[src/rtl/vidsel_pkg.sv]
package vidsel_pkg;

    localparam int NUM_GROUPS  = 5;
    localparam int BYTE_BITS   = 8;
    localparam int CNT_W       = $clog2(BYTE_BITS + 1);
    localparam int CODE_W      = 3;

    typedef enum logic [2:0] {
        RX_IDLE,
        RX_ADDR,
        RX_ADDR_ACK,
        RX_DATA,
        RX_DATA_ACK
    } rx_state_e;

    // Direct-mode code to group enables (bit0 pair0 .. bit4 set2)
    function automatic logic [NUM_GROUPS-1:0] direct_map(input logic [CODE_W-1:0] code);
        logic [NUM_GROUPS-1:0] m;
        unique case (code)
            3'd0:    m = 5'b00000;
            3'd1:    m = 5'b00001;
            3'd2:    m = 5'b00010;
            3'd3:    m = 5'b00100;
            3'd4:    m = 5'b01000;
            3'd5:    m = 5'b10000;
            3'd6:    m = 5'b01010;
            default: m = 5'b10100;
        endcase
        return m;
    endfunction

endpackage

[src/rtl/vidsel_linefilt.sv]
module vidsel_linefilt #(
    parameter int SYNC_STAGES = 2,
    parameter int VOTE_TAPS   = 3
) (
    input  logic clk,
    input  logic rst_n,
    input  logic raw,
    output logic clean
);

    localparam int HALF = VOTE_TAPS / 2;
    localparam int VW   = $clog2(VOTE_TAPS + 1);

    typedef struct packed {
        logic [SYNC_STAGES-1:0] sync;
        logic [VOTE_TAPS-1:0]   win;
        logic                   clean;
    } filt_t;

    filt_t st_d, st_q;
    logic [VW-1:0] votes;

    always_comb begin
        st_d       = st_q;
        st_d.sync  = {st_q.sync[SYNC_STAGES-2:0], raw};
        st_d.win   = {st_q.win[VOTE_TAPS-2:0], st_q.sync[SYNC_STAGES-1]};
        votes      = '0;
        for (int i = 0; i < VOTE_TAPS; i++) begin
            votes = votes + VW'(st_q.win[i]);
        end
        st_d.clean = (votes > VW'(HALF));
    end

    always_ff @(posedge clk or negedge rst_n) begin
        if (!rst_n) begin
            st_q <= '{sync: '1, win: '1, clean: 1'b1};
        end else begin
            st_q <= st_d;
        end
    end

    assign clean = st_q.clean;

endmodule

[src/rtl/vidsel_i2c_rx.sv]
module vidsel_i2c_rx
    import vidsel_pkg::*;
#(
    parameter logic [5:0] ADDR_HI = 6'b110110
) (
    input  logic                  clk,
    input  logic                  rst_n,
    input  logic                  halt,
    input  logic                  addr_lsb,
    input  logic                  scl,
    input  logic                  sda,
    output logic [NUM_GROUPS-1:0] sw_q,
    output logic                  drv_n
);

    typedef struct packed {
        rx_state_e              state;
        logic [CNT_W-1:0]       bits;
        logic [BYTE_BITS-1:0]   shreg;
        logic                   scl_p;
        logic                   sda_p;
        logic [NUM_GROUPS-1:0]  sw;
        logic                   drv_n;
    } rx_t;

    rx_t  r_d, r_q;
    logic scl_rise, scl_fall, cond_start, cond_stop, byte_done;
    logic [BYTE_BITS-1:0] own_addr;

    always_comb begin
        own_addr   = {ADDR_HI, addr_lsb, 1'b0};
        scl_rise   = scl & ~r_q.scl_p;
        scl_fall   = ~scl & r_q.scl_p;
        cond_start = r_q.scl_p & scl & r_q.sda_p & ~sda;
        cond_stop  = r_q.scl_p & scl & ~r_q.sda_p & sda;
        byte_done  = scl_fall && (r_q.bits == CNT_W'(BYTE_BITS));

        r_d       = r_q;
        r_d.scl_p = scl;
        r_d.sda_p = sda;

        if (halt) begin
            r_d.state = RX_IDLE;
            r_d.bits  = '0;
            r_d.drv_n = 1'b1;
        end else if (cond_start) begin
            r_d.state = RX_ADDR;
            r_d.bits  = '0;
            r_d.drv_n = 1'b1;
        end else if (cond_stop) begin
            r_d.state = RX_IDLE;
            r_d.bits  = '0;
            r_d.drv_n = 1'b1;
        end else begin
            unique case (r_q.state)
                RX_ADDR, RX_DATA: begin
                    if (scl_rise) begin
                        r_d.shreg = {r_q.shreg[BYTE_BITS-2:0], sda};
                        r_d.bits  = r_q.bits + 1'b1;
                    end
                    if (byte_done) begin
                        r_d.bits = '0;
                        if (r_q.state == RX_ADDR) begin
                            if (r_q.shreg == own_addr) begin
                                r_d.state = RX_ADDR_ACK;
                                r_d.drv_n = 1'b0;
                            end else begin
                                r_d.state = RX_IDLE;
                            end
                        end else begin
                            r_d.sw    = r_q.shreg[NUM_GROUPS-1:0];
                            r_d.state = RX_DATA_ACK;
                            r_d.drv_n = 1'b0;
                        end
                    end
                end
                RX_ADDR_ACK, RX_DATA_ACK: begin
                    if (scl_fall) begin
                        r_d.state = RX_DATA;
                        r_d.bits  = '0;
                        r_d.drv_n = 1'b1;
                    end
                end
                default: begin
                    r_d.bits = '0;
                end
            endcase
        end
    end

    always_ff @(posedge clk or negedge rst_n) begin
        if (!rst_n) begin
            r_q <= '{state: RX_IDLE, bits: '0, shreg: '0, scl_p: 1'b1,
                     sda_p: 1'b1, sw: '0, drv_n: 1'b1};
        end else begin
            r_q <= r_d;
        end
    end

    assign sw_q  = r_q.sw;
    assign drv_n = r_q.drv_n;

endmodule

[src/rtl/vidsel_direct_dec.sv]
module vidsel_direct_dec
    import vidsel_pkg::*;
(
    input  logic                  code_hi,
    input  logic                  code_mid,
    input  logic                  code_lo,
    output logic [NUM_GROUPS-1:0] sw
);

    always_comb begin
        sw = direct_map({code_hi, code_mid, code_lo});
    end

endmodule

[src/rtl/vidsel_ctrl.sv]
module vidsel_ctrl
    import vidsel_pkg::*;
#(
    parameter int         SYNC_STAGES = 2,
    parameter int         VOTE_TAPS   = 3,
    parameter logic [5:0] ADDR_HI     = 6'b110110
) (
    input  logic                  clk,
    input  logic                  rst_n,
    input  logic                  direct_mode,
    input  logic                  sel_pin,
    input  logic                  scl_pin,
    input  logic                  sda_pin,
    output logic                  sda_pull_n,
    output logic [NUM_GROUPS-1:0] sw_en
);

    localparam int NLINES = 2;

    logic [NLINES-1:0]     line_raw;
    logic [NLINES-1:0]     line_clean;
    logic [NUM_GROUPS-1:0] serial_sw;
    logic [NUM_GROUPS-1:0] direct_sw;

    assign line_raw = {sda_pin, scl_pin};

    for (genvar g = 0; g < NLINES; g++) begin : g_line
        vidsel_linefilt #(
            .SYNC_STAGES(SYNC_STAGES),
            .VOTE_TAPS  (VOTE_TAPS)
        ) u_filt (
            .clk  (clk),
            .rst_n(rst_n),
            .raw  (line_raw[g]),
            .clean(line_clean[g])
        );
    end

    vidsel_i2c_rx #(
        .ADDR_HI(ADDR_HI)
    ) u_rx (
        .clk     (clk),
        .rst_n   (rst_n),
        .halt    (direct_mode),
        .addr_lsb(~sel_pin),
        .scl     (line_clean[0]),
        .sda     (line_clean[1]),
        .sw_q    (serial_sw),
        .drv_n   (sda_pull_n)
    );

    vidsel_direct_dec u_dec (
        .code_hi (sel_pin),
        .code_mid(sda_pin),
        .code_lo (scl_pin),
        .sw      (direct_sw)
    );

    always_comb begin
        sw_en = direct_mode ? direct_sw : serial_sw;
    end

endmodule

[config.mk]
export PLATFORM = sky130hd
export DESIGN_NAME = vidsel_ctrl
export DESIGN_NICKNAME = d
export VERILOG_FILES = /design/src/rtl/vidsel_pkg.sv /design/src/rtl/vidsel_linefilt.sv /design/src/rtl/vidsel_i2c_rx.sv /design/src/rtl/vidsel_direct_dec.sv /design/src/rtl/vidsel_ctrl.sv
export SDC_FILE = /design/constraint.sdc
export NUM_CORES = 1
export LEC_CHECK = 0
export ABC_AREA = 0
export ABC_CLOCK_PERIOD_IN_PS = 2100
export BUFFER_PORTS_ARGS = -buffer_cell sky130_fd_sc_hd__buf_2
export CAP_MARGIN = 10
export CORE_MARGIN = 2
export CORE_UTILIZATION = 58
export DETAILED_ROUTE_END_ITERATION = 12
export PLACE_DENSITY = 0.79
export REMOVE_ABC_BUFFERS = 1
export SYNTH_ARGS = -nofsm -noshare
export SYNTH_HDL_FRONTEND = slang
export SYNTH_SLANG_ARGS = --single-unit
[constraint.sdc]
create_clock -name clk -period 2.1 [get_ports clk]
set_clock_uncertainty 0.1 [all_clocks]
set_input_delay 0.21 -clock clk [delete_from_list [all_inputs] [get_ports clk]]
set_output_delay 0.21 -clock clk [all_outputs]
set_load 0.02 [all_outputs]
# [Yosys cells after proc, flatten, opt, wreduce, memory -nomap -nowiden]
# Index checks and enable logic that the tools add are counted.
[totals] output_inout_bits=6 elab_cells=82 ff_bits=35 inputBits=6
[classes] add_sub_neg=5 muxes=20 bitwise=16 n_lt_le_gt_ge=2 eq_ne=16 n_reduce_logical=10
[op_table] operator="7-bit 2-to-1 mux" count=5
[op_table] operator="5-bit case mux with 7 select lines" count=1
[op_table] operator="3-bit by 2-bit equality test with 1-bit output (second input constant)" count=4
[op_table] operator="3-bit equality test (second input constant)" count=4
[op_table] operator="12-bit 2-to-1 mux" count=1
[op_table] operator="5-bit by 2-bit inequality test with 1-bit output (second input constant)" count=2
[op_table] operator="1-bit inverter" count=9
[op_table] operator="8-bit equality test" count=1
[op_table] operator="4-bit case mux with 2 select lines" count=1
[op_table] operator="1-bit bitwise AND" count=7
[op_table] operator="1-bit 2-to-1 mux" count=7
[op_table] operator="3-bit by 1-bit equality test with 1-bit output (second input constant)" count=2
[op_table] operator="6-bit by 2-bit inequality test with 1-bit output (second input constant)" count=1
[op_table] operator="6-bit by 4-bit inequality test with 1-bit output (second input constant)" count=1
[op_table] operator="3-bit case mux with 2 select lines" count=1
[op_table] operator="6-bit AND reduction" count=1
[op_table] operator="5-bit 2-to-1 mux" count=1
[op_table] operator="5-bit AND reduction" count=1
[op_table] operator="5-bit nonzero test" count=1
[op_table] operator="1-bit by 1-bit adder with 2-bit output" count=2
[op_table] operator="2-bit by 1-bit adder with 2-bit output" count=2
[op_table] operator="4-bit by 1-bit adder with 4-bit output (second input constant)" count=1
[op_table] operator="4-bit equality test (second input constant)" count=1
[op_table] operator="2-bit by 1-bit > comparator with 1-bit output (second input constant)" count=2
[op_table] operator="9 further kinds" count=10

# [Logic depth before layout (Yosys ltp)]
# Gate-level depths: netlist of the first run.
[depth] ltp_word=9 mapped_depth=5

# [Cells and area by module]
# A second synthesis of the first run with hierarchy kept.
[unflattened] hier_cells=121 hier_area_um2=1692.9
[by_module_without_submodules] module="vidsel_i2c_rx" cells_each=94 seq_area_each_um2=579.3 n_inst=1 area_per_inst_um2=1237.4
[by_module_without_submodules] module="vidsel_linefilt" cells_each=8 seq_area_each_um2=157.7 n_inst=2 area_per_inst_um2=177.7
[by_module_without_submodules] module="vidsel_ctrl" cells_each=6 seq_area_each_um2=0.0 n_inst=1 area_per_inst_um2=60.1
[by_module_without_submodules] module="vidsel_direct_dec" cells_each=5 seq_area_each_um2=0.0 n_inst=1 area_per_inst_um2=40.0

# [Least setup slack after synthesis of the first run]
# Ideal clock, no wire load.
[synth_path] kind="flip-flop to flip-flop" startpoint="reg u_rx.r_q[7] in the netlist's numbering" endpoint="reg u_rx.r_q (netlist bit u_rx.sw_q[0])" required_time_ps=1875 stages_incl_launch_ff=5 path_slack_ps=313 arrival_time_ps=1562 setup_ps=125 synth_period_minus_slack_ps=1787 cell_sequence="dfstp_2 > and4bb_1 > and3_1 > nor3b_4 > mux2_2"
[synth_between] elab_chain_len=5 elab_cells_between_ends=10 classes_between="bitwise: 8; reduce/logical: 2"
[synth_lines] element="from (decl)" line="vidsel_i2c_rx.sv:26" rtl="rx_t r_d, r_q;"
[synth_lines] element="from (signal assigned)" line="vidsel_i2c_rx.sv:93" rtl="r_q <= '{state: RX_IDLE, bits: '0, shreg: '0, scl_p: 1'b1,"
[synth_lines] element="from (signal assigned)" line="vidsel_i2c_rx.sv:96" rtl="r_q <= r_d;"
[synth_lines] element="1-bit bitwise AND" line="vidsel_i2c_rx.sv:34, vidsel_i2c_rx.sv:35"
[synth_lines] element="1-bit bitwise AND (on tied branches) (2 in series)" line="vidsel_i2c_rx.sv:34, vidsel_i2c_rx.sv:35"
[synth_lines] element="1-bit inverter (no line)"
[synth_lines] element="6-bit AND reduction (no line) *"
# Mark *: on every way between the ends. The rest lies on a longest branch, timed or not.
# A chain may end at the register's enable or synchronous reset.

# [Worst setup path in the final report of the first run]
[layout_path] startpoint="reg u_rx.r_q[7] in the netlist's numbering" endpoint="reg u_rx.r_q (netlist bit u_rx.sw_q[4])"
# The elaborated chain is that of the path after synthesis.

==> results of run 1 <==
[cells in the final DEF, fill, tap and decap left out, types with 2 or more instances in the layout]
master,count
dfstp_2,15
nand3b_1,2
nand2_1,2
a311oi_1,2
dfrtp_1,20
o21ai_0,9
inv_1,10
nand3_1,6
a21oi_1,6
ha_1,4
a21o_1,2
a31oi_1,2
clkbuf_4,5
mux2_2,13
xnor2_1,2
nor2_1,2
nand2b_1,2
or3_1,3
xor2_1,2
and3_1,2
buf_2,11
dlygate4sd3_1,3
clkbuf_1,2
[worst min-delay path by stage]
stage | from | to
after floorplan | rst_n | u_rx.r_q[10]
after global placement | rst_n | u_rx.r_q[16]
after detailed placement | rst_n | u_rx.r_q[16]
after CTS | direct_mode | u_rx.r_q[20]
after global routing | direct_mode | u_rx.r_q[20]
final | direct_mode | u_rx.r_q[20]
[Yosys cell counts]
cell / number
mux2_2: 13
and4bb_1: 1
inv_1: 10
a31o_2: 1
xnor2_1: 2
nor2b_1: 1
nand4b_1: 1
dfstp_2: 15
o22ai_1: 1
a41oi_1: 1
ha_1: 4
a31oi_1: 2
clkbuf_1: 1
xor2_1: 2
buf_2: 1
nand2b_1: 2
o31a_1: 1
o41ai_2: 1
nor3_1: 1
and4b_1: 1
and3_1: 2
nand3_1: 6
nand3b_1: 2
nand2_1: 2
o221ai_1: 1
nor3_2: 1
nor3b_1: 1
a21oi_1: 6
dfrtp_1: 20
o21a_1: 1
or3_1: 3
nor3b_4: 1
a21o_1: 2
nand2b_2: 1
a311oi_1: 2
nor2_1: 2
o21ai_0: 9
[metrics by stage]
stage               instances  power (mW)  area [um^2]  worst slack (ns)  hold WS, ns
global route              174        1.20         1710            0.0602        0.168
finish                    174        1.15         1710             0.139        0.172
detailed placement        163       0.812         1630             0.189        0.211
CTS                       174        1.16         1710             0.150        0.156
floorplan                 122       0.773         1540             0.313       -0.186
global placement          163       0.807         1630             0.236        0.197
[power groups by stage]
| stage | Clock, mW | Sequential, mW | Combinational (mW) |
|---|---|---|---|
| final | 0.346 | 0.726 | 0.0771 |
| after global routing | 0.389 | 0.730 | 0.0858 |
| after CTS | 0.358 | 0.726 | 0.0778 |
| after detailed placement | 0 | 0.739 | 0.0732 |
| after global placement | 0 | 0.737 | 0.0703 |
| after floorplan | 0 | 0.733 | 0.0396 |
[area by class of cell]
cell class	count	area (um^2)
timing repair buffer	14	85.1
fill	180	787
multi-input combinational	77	608
sequential	35	895
tap	30	37.5
clock inverter	1	5.00
clock buffer	7	45.0
inverter	10	37.5
[registers in the layout, indices dropped and copies added (netlist names)]
register	flops
u_rx.r_q	17
u_rx.drv_n	1
g_line.u_filt.clean	2
u_rx.sw_q	5
g_line.u_filt.st_q	2
g_line.u_filt.st_d	8
[logic make-up after synthesis]
group,Yosys count,share of synthesized area
DFF,35,0.578
xor gates and xnor gates,4,0.0226
adders and majority gates,4,0.0323
and+or+nand+nor,28,0.124
buffers and inverters,12,0.0299
muxes,13,0.0945
AOI/OAI and AO/OA,28,0.120
[per-layer routing]
metal	share of wire	up-vias	wire (um)	global-route usage
met5	0	-	0	0
met3	0.065	7	186	0.0721
met1	0.41	539	1160	0.259
li1	-	487	-	-
met4	0.020	0	56	0.0941
met2	0.51	42	1460	0.362
[critical path: stages, from the launching register on]
cell	delay, ns
dfstp_2	0.60
and4bb_1	0.25
and3_1	0.19
nor3b_4	0.32
mux2_2	0.39
==> impl_metrics.csv, run 1 <==
group,metric,value,unit
die,die-area,3100,um^2
sta,setup_viol,0,
layout,final_core_util,0.685,
die,fp.dieH,55.7,um
sta,slew_violations,0,
drt,vias,1075,
power,comb_power_share,0.067,
setup_path,worstSetupStartpoint,"u_rx.r_q[7]",
setup_path,cp_data_required_time,2.22,ns
power,p_per_area,671,nW/um^2
layout,syn_to_final_growth,10.6,%
yosys,ys_seq_area_frac,0.578,
global_routing,grt_start_max_net_pins,36,
power,power.leakage,0.776,nW
min_path,min_path_cells,2,
yosys,yosysWarnings,0,
clock_network,cts_buffers,5,
die,die_w,55.7,um
power,p_clk_frac,0.301,
place,place_congestion,0.789,
yosys,synth.distinct_cells,37,
drt,viasPerCell,6.18,
die,rows,18,
setup_path,reg2reg_to,"u_rx.sw_q[4]",
setup_path,crit_type,"reg -> reg",
power,p_seq_frac,0.632,
sta,fin_crit,1.96,ns
global_routing,grt_usage,0.218,
sta,max_freq,510,MHz
sta,fin_setup_tns,0,ns
clock_network,clk_pin_slew,0.10,ns
yosys,postSynthAreaPerCell,12.5,um^2
yosys,syn_inst,124,
yosys,synth_top_cells_by_area,"dfrtp_1 32%, dfstp_2 25%, mux2_2 9.5%, ha_1 3.2%, o21ai_0 2.9%",
setup_path,cp_data_arrival_time,2.08,ns
yosys,netlist.area_leader.share,0.323,
yosys,yosys.area.top_type,"dfrtp_1",
die,core_area,2500,um^2
clock_network,clock_sinks,35,
clock_network,hold_buffers,3,
global_routing,gr-total-overflow,0,
yosys,yosys_register_bits,35,
setup_path,critPathCapture,"u_rx.sw_q[4]",
yosys,synth.cell_area,1550,um^2
run,maxCapViolations,0,
clock_network,htreeDepth,2,
place,dp_hpwl,1.98,mm
clock_network,cts_tree,"done",
global_routing,grt_pass1_wl,5.15,mm
global_routing,antenna_found_initial,0,
sta,hold_viol_final,0,
sta,worst_pin_slew,0.722,ns
sta,period_share,0.934,
die,floorplan.io_pins,12,
clock_network,clk_latency,0.34,ns
min_path,hold_class,"in -> reg",
drt,wirelength,2.86,mm
layout,nets,153,
drt,drt_pass1_iterations,5,
global_routing,grt_pass1_vias,1117,
place,portBuffers,11,
power,ir_worst_vdd,0.598,mV
status,status,"complete, no violations",
clock_network,cts-root-buf,"clkbuf_4",
die,initial_core_util,0.620,
setup_path,start_kind,"flop",
clock_network,cts_resized,0,
drt,avgRoutedWirePerCell,16.4,um
setup_path,cp_max_fo,8,
clock_network,cts_buffer_depth,2,
clock_network,cts_setup_buffers,0,
drt,ant_nets,0,
power,internal_power,0.867,mW
power,switching_share,0.245,
setup_path,rr_worst_depth,4,
setup_path,endpoint_kind,"flop",
layout,drive_gt1_frac,0.347,
setup_path,r2r_start,"u_rx.r_q[7]",
power,p_switching,0.282,mW
drt,drt_iter0_markers,48,
setup_path,rrSetupSlack,0.14,ns
sta,rsz0062_at_grt,"no",
layout,diodes,0,
sta,timing.slew.headroom,0.519,
drt,drcViolationCount,0,
Power figures use the tool's default switching activity.
==> inputs of run 2 (changes only) <==
--- a/config.mk
+++ b/config.mk
@@ -16,4 +16,5 @@
 export REMOVE_ABC_BUFFERS = 1
 export SYNTH_ARGS = -nofsm -noshare
 export SYNTH_HDL_FRONTEND = slang
+export SYNTH_HIERARCHICAL = 1
 export SYNTH_SLANG_ARGS = --single-unit
==> impl_metrics.csv, run 2 <==
group,metric,value,unit
yosys,yosysWarnings,6,
die,floorplan.io_pins,12,
clock_network,clk_pin_slew,0.10,ns
layout,regMostFlops,"u_rx/r_q",
drt,ant_nets,0,
drt,dr_wl_met3,103,um
power,p_total,1.21,mW
die,rows,19,
clock_network,cts_tree,"done",
yosys,netlist.area_leader.share,0.296,
yosys,synth_commonest_cells,"20 x dfrtp_1, 15 x dfstp_2, 11 x mux2_4, 6 x mux2_2",
power,power.leakage,0.857,nW
sta,fin_crit,1.80,ns
drt,avgRoutedWirePerCell,15.9,um
setup_path,start_kind,"flop",
clock_network,cts-root-buf,"clkbuf_4",
min_path,hold_class,"in -> reg",
setup_path,endpoint_kind,"flop",
drt,vias,978,
drt,wirelength,2.69,mm
die,initial_core_util,0.614,
clock_network,cts_buffers,5,
sta,slew_violations,0,
drt,viasPerCell,5.79,
layout,drive_gt1_frac,0.449,
clock_network,cts_setup_buffers,0,
yosys,synth_edf_count,0,
yosys,synth.distinct_cells,47,
die,die_w,58.0,um
global_routing,grt_pass1_vias,1011,
global_routing,gr-total-overflow,0,
drt,drcViolationCount,0,
yosys,synth.cell_area,1690,um^2
place,dpl_cell_area,1750,um^2
place,dp_hpwl,1.86,mm
drt,highest_layer,"met4",
yosys,syn_inst,121,
global_routing,grt_pass1_wl,4.86,mm
clock_network,cts_resized,0,
yosys,synth_flop_cell,"dfrtp_1",
layout,diodes,0,
yosys,yosys_register_bits,35,
sta,setup_viol,0,
sta,worst_pin_slew,0.720,ns
setup_path,cp_max_fo,13,
sta,timing.slew.headroom,0.520,
layout,final_common_cell,"dfrtp_1",
place,place_congestion,0.803,
global_routing,antenna_found_initial,0,
drt,drt_pass1_iterations,4,
yosys,synth.most_common_cell,"dfrtp_1",
clock_network,clk_latency,0.34,ns
yosys,postSynthAreaPerCell,14.0,um^2
sta,hold_viol_final,0,
drt,drt_iter0_markers,15,
global_routing,grt_start_max_net_pins,36,
clock_network,htreeDepth,2,
layout,final_cell_mix,"20 x dfrtp_1, 15 x dfstp_2, 11 x buf_2, 11 x mux2_4, 6 x mux2_2",
global_routing,grt_usage,0.196,
place,portBuffers,11,
run,maxCapViolations,0,
layout,syn_to_final_growth,8.94,%
yosys,ys_async_sr_fraction,1.00,
die,core_area,2760,um^2
sta,period_share,0.858,
drt,wl_met1,1.22,mm
yosys,synth_top_cells_by_area,"dfrtp_1 30%, dfstp_2 23%, mux2_4 9.8%, mux2_2 4.0%, ha_1 3.0%",
setup_path,crit_type,"reg -> reg",
layout,post-route-cell-area,1840,um^2
yosys,yosys.area.top_type,"dfrtp_1",
sta,fin_setup_tns,0,ns
layout,nets,147,
clock_network,cts_buffer_depth,2,
clock_network,clock_sinks,35,
sta,max_freq,555,MHz
power,p_per_area,658,nW/um^2
setup_path,cp_data_required_time,2.22,ns
die,fp.dieH,58.0,um
status,status,"complete, no violations",
sta,rsz0062_at_grt,"no",
yosys,ys_seq_area_frac,0.528,
setup_path,cp_data_arrival_time,1.92,ns
drt,wl_met2,1.33,mm
power,ir_worst_vdd,0.524,mV
die,die-area,3370,um^2
layout,largest_reg_flops,17,
-- run 2: changes by cell type in the layout (fill, tap and decap cells not counted), sizes merged, moves of 3 or more --
cell	delta
or3	-3
o21ai	-5
a21oi	-4
nand3	-4
mux2	+6
nor2b	+3
and2	+3
inv	-5
-- run 2: logic make-up (layout without fill, tap and decap cells) --
family,Yosys count,count (layout),share of synthesized area
flops,35,35,0.528
simple gates,28,28,0.137
mux,20,20,0.157
compound gates,19,19,0.0835
buf+inv,11,28,0.0399
fa+ha+maj,4,4,0.0296
xor+xnor,4,4,0.0251
-- run 2: per-layer routing --
layer	track usage	up-vias
met5	0	-
met4	0.0698	0
met3	0.0603	6
met2	0.320	18
met1	0.248	489
li1	-	465
-- run 2: what timing repair did --
action                                  CTS  global route
hold endpoints to repair                 22             0
endpoints found under the setup margin    0             0
hold buffers                              3             0
-- run 2: report_power, final --
part | internal, mW | switching [mW]
registers | 0.708 | 0.0200
logic | 0.0367 | 0.0442
clock network | 0.197 | 0.208
-- run 2: layout make-up --
| cell class | count | area (um^2) |
|---|---|---|
| fillers | 196 | 913 |
| flip-flops and latches | 35 | 895 |
| multi-input cells | 75 | 731 |
| repair buffers | 15 | 92.6 |
| clock buffers | 8 | 68.8 |
| well taps | 31 | 38.8 |
| inverters | 5 | 18.8 |
-- run 2: final timing paths --
path,cells past startpoint,endpoint,start,slack (ns)
worst max-delay path,4,u_rx/r_q[9],g_line[0].u_filt/clean,0.30
worst min-delay path,4,u_rx/r_q[20],direct_mode,0.24
worst max register to register,4,u_rx/r_q[9],g_line[0].u_filt/clean,0.30
worst min register to register,0,g_line[0].u_filt/st_d[2],g_line[0].u_filt/st_d[1],0.25
max in group asynchronous,2,u_rx/r_q[11],rst_n,1.08
min in group asynchronous,2,u_rx/r_q[20],rst_n,0.35
-- run 2: worst max-delay path, cell delays in order (launching register included) --
cell	delay [ns]
dfstp_2	0.61
nor2b_1	0.19
nor3b_4	0.19
buf_4	0.25
mux2_1	0.35
-- run 2: per-stage QoR --
stage,instances,setup WS (ns),util,hold WS [ns]
floorplan,115,0.266,-,-0.186
global placement,158,0.346,0.633,0.200
detailed placement,158,0.322,0.633,0.208
CTS,169,0.302,0.669,0.224
global route,169,0.161,0.669,0.237
finish,169,0.299,0.669,0.243
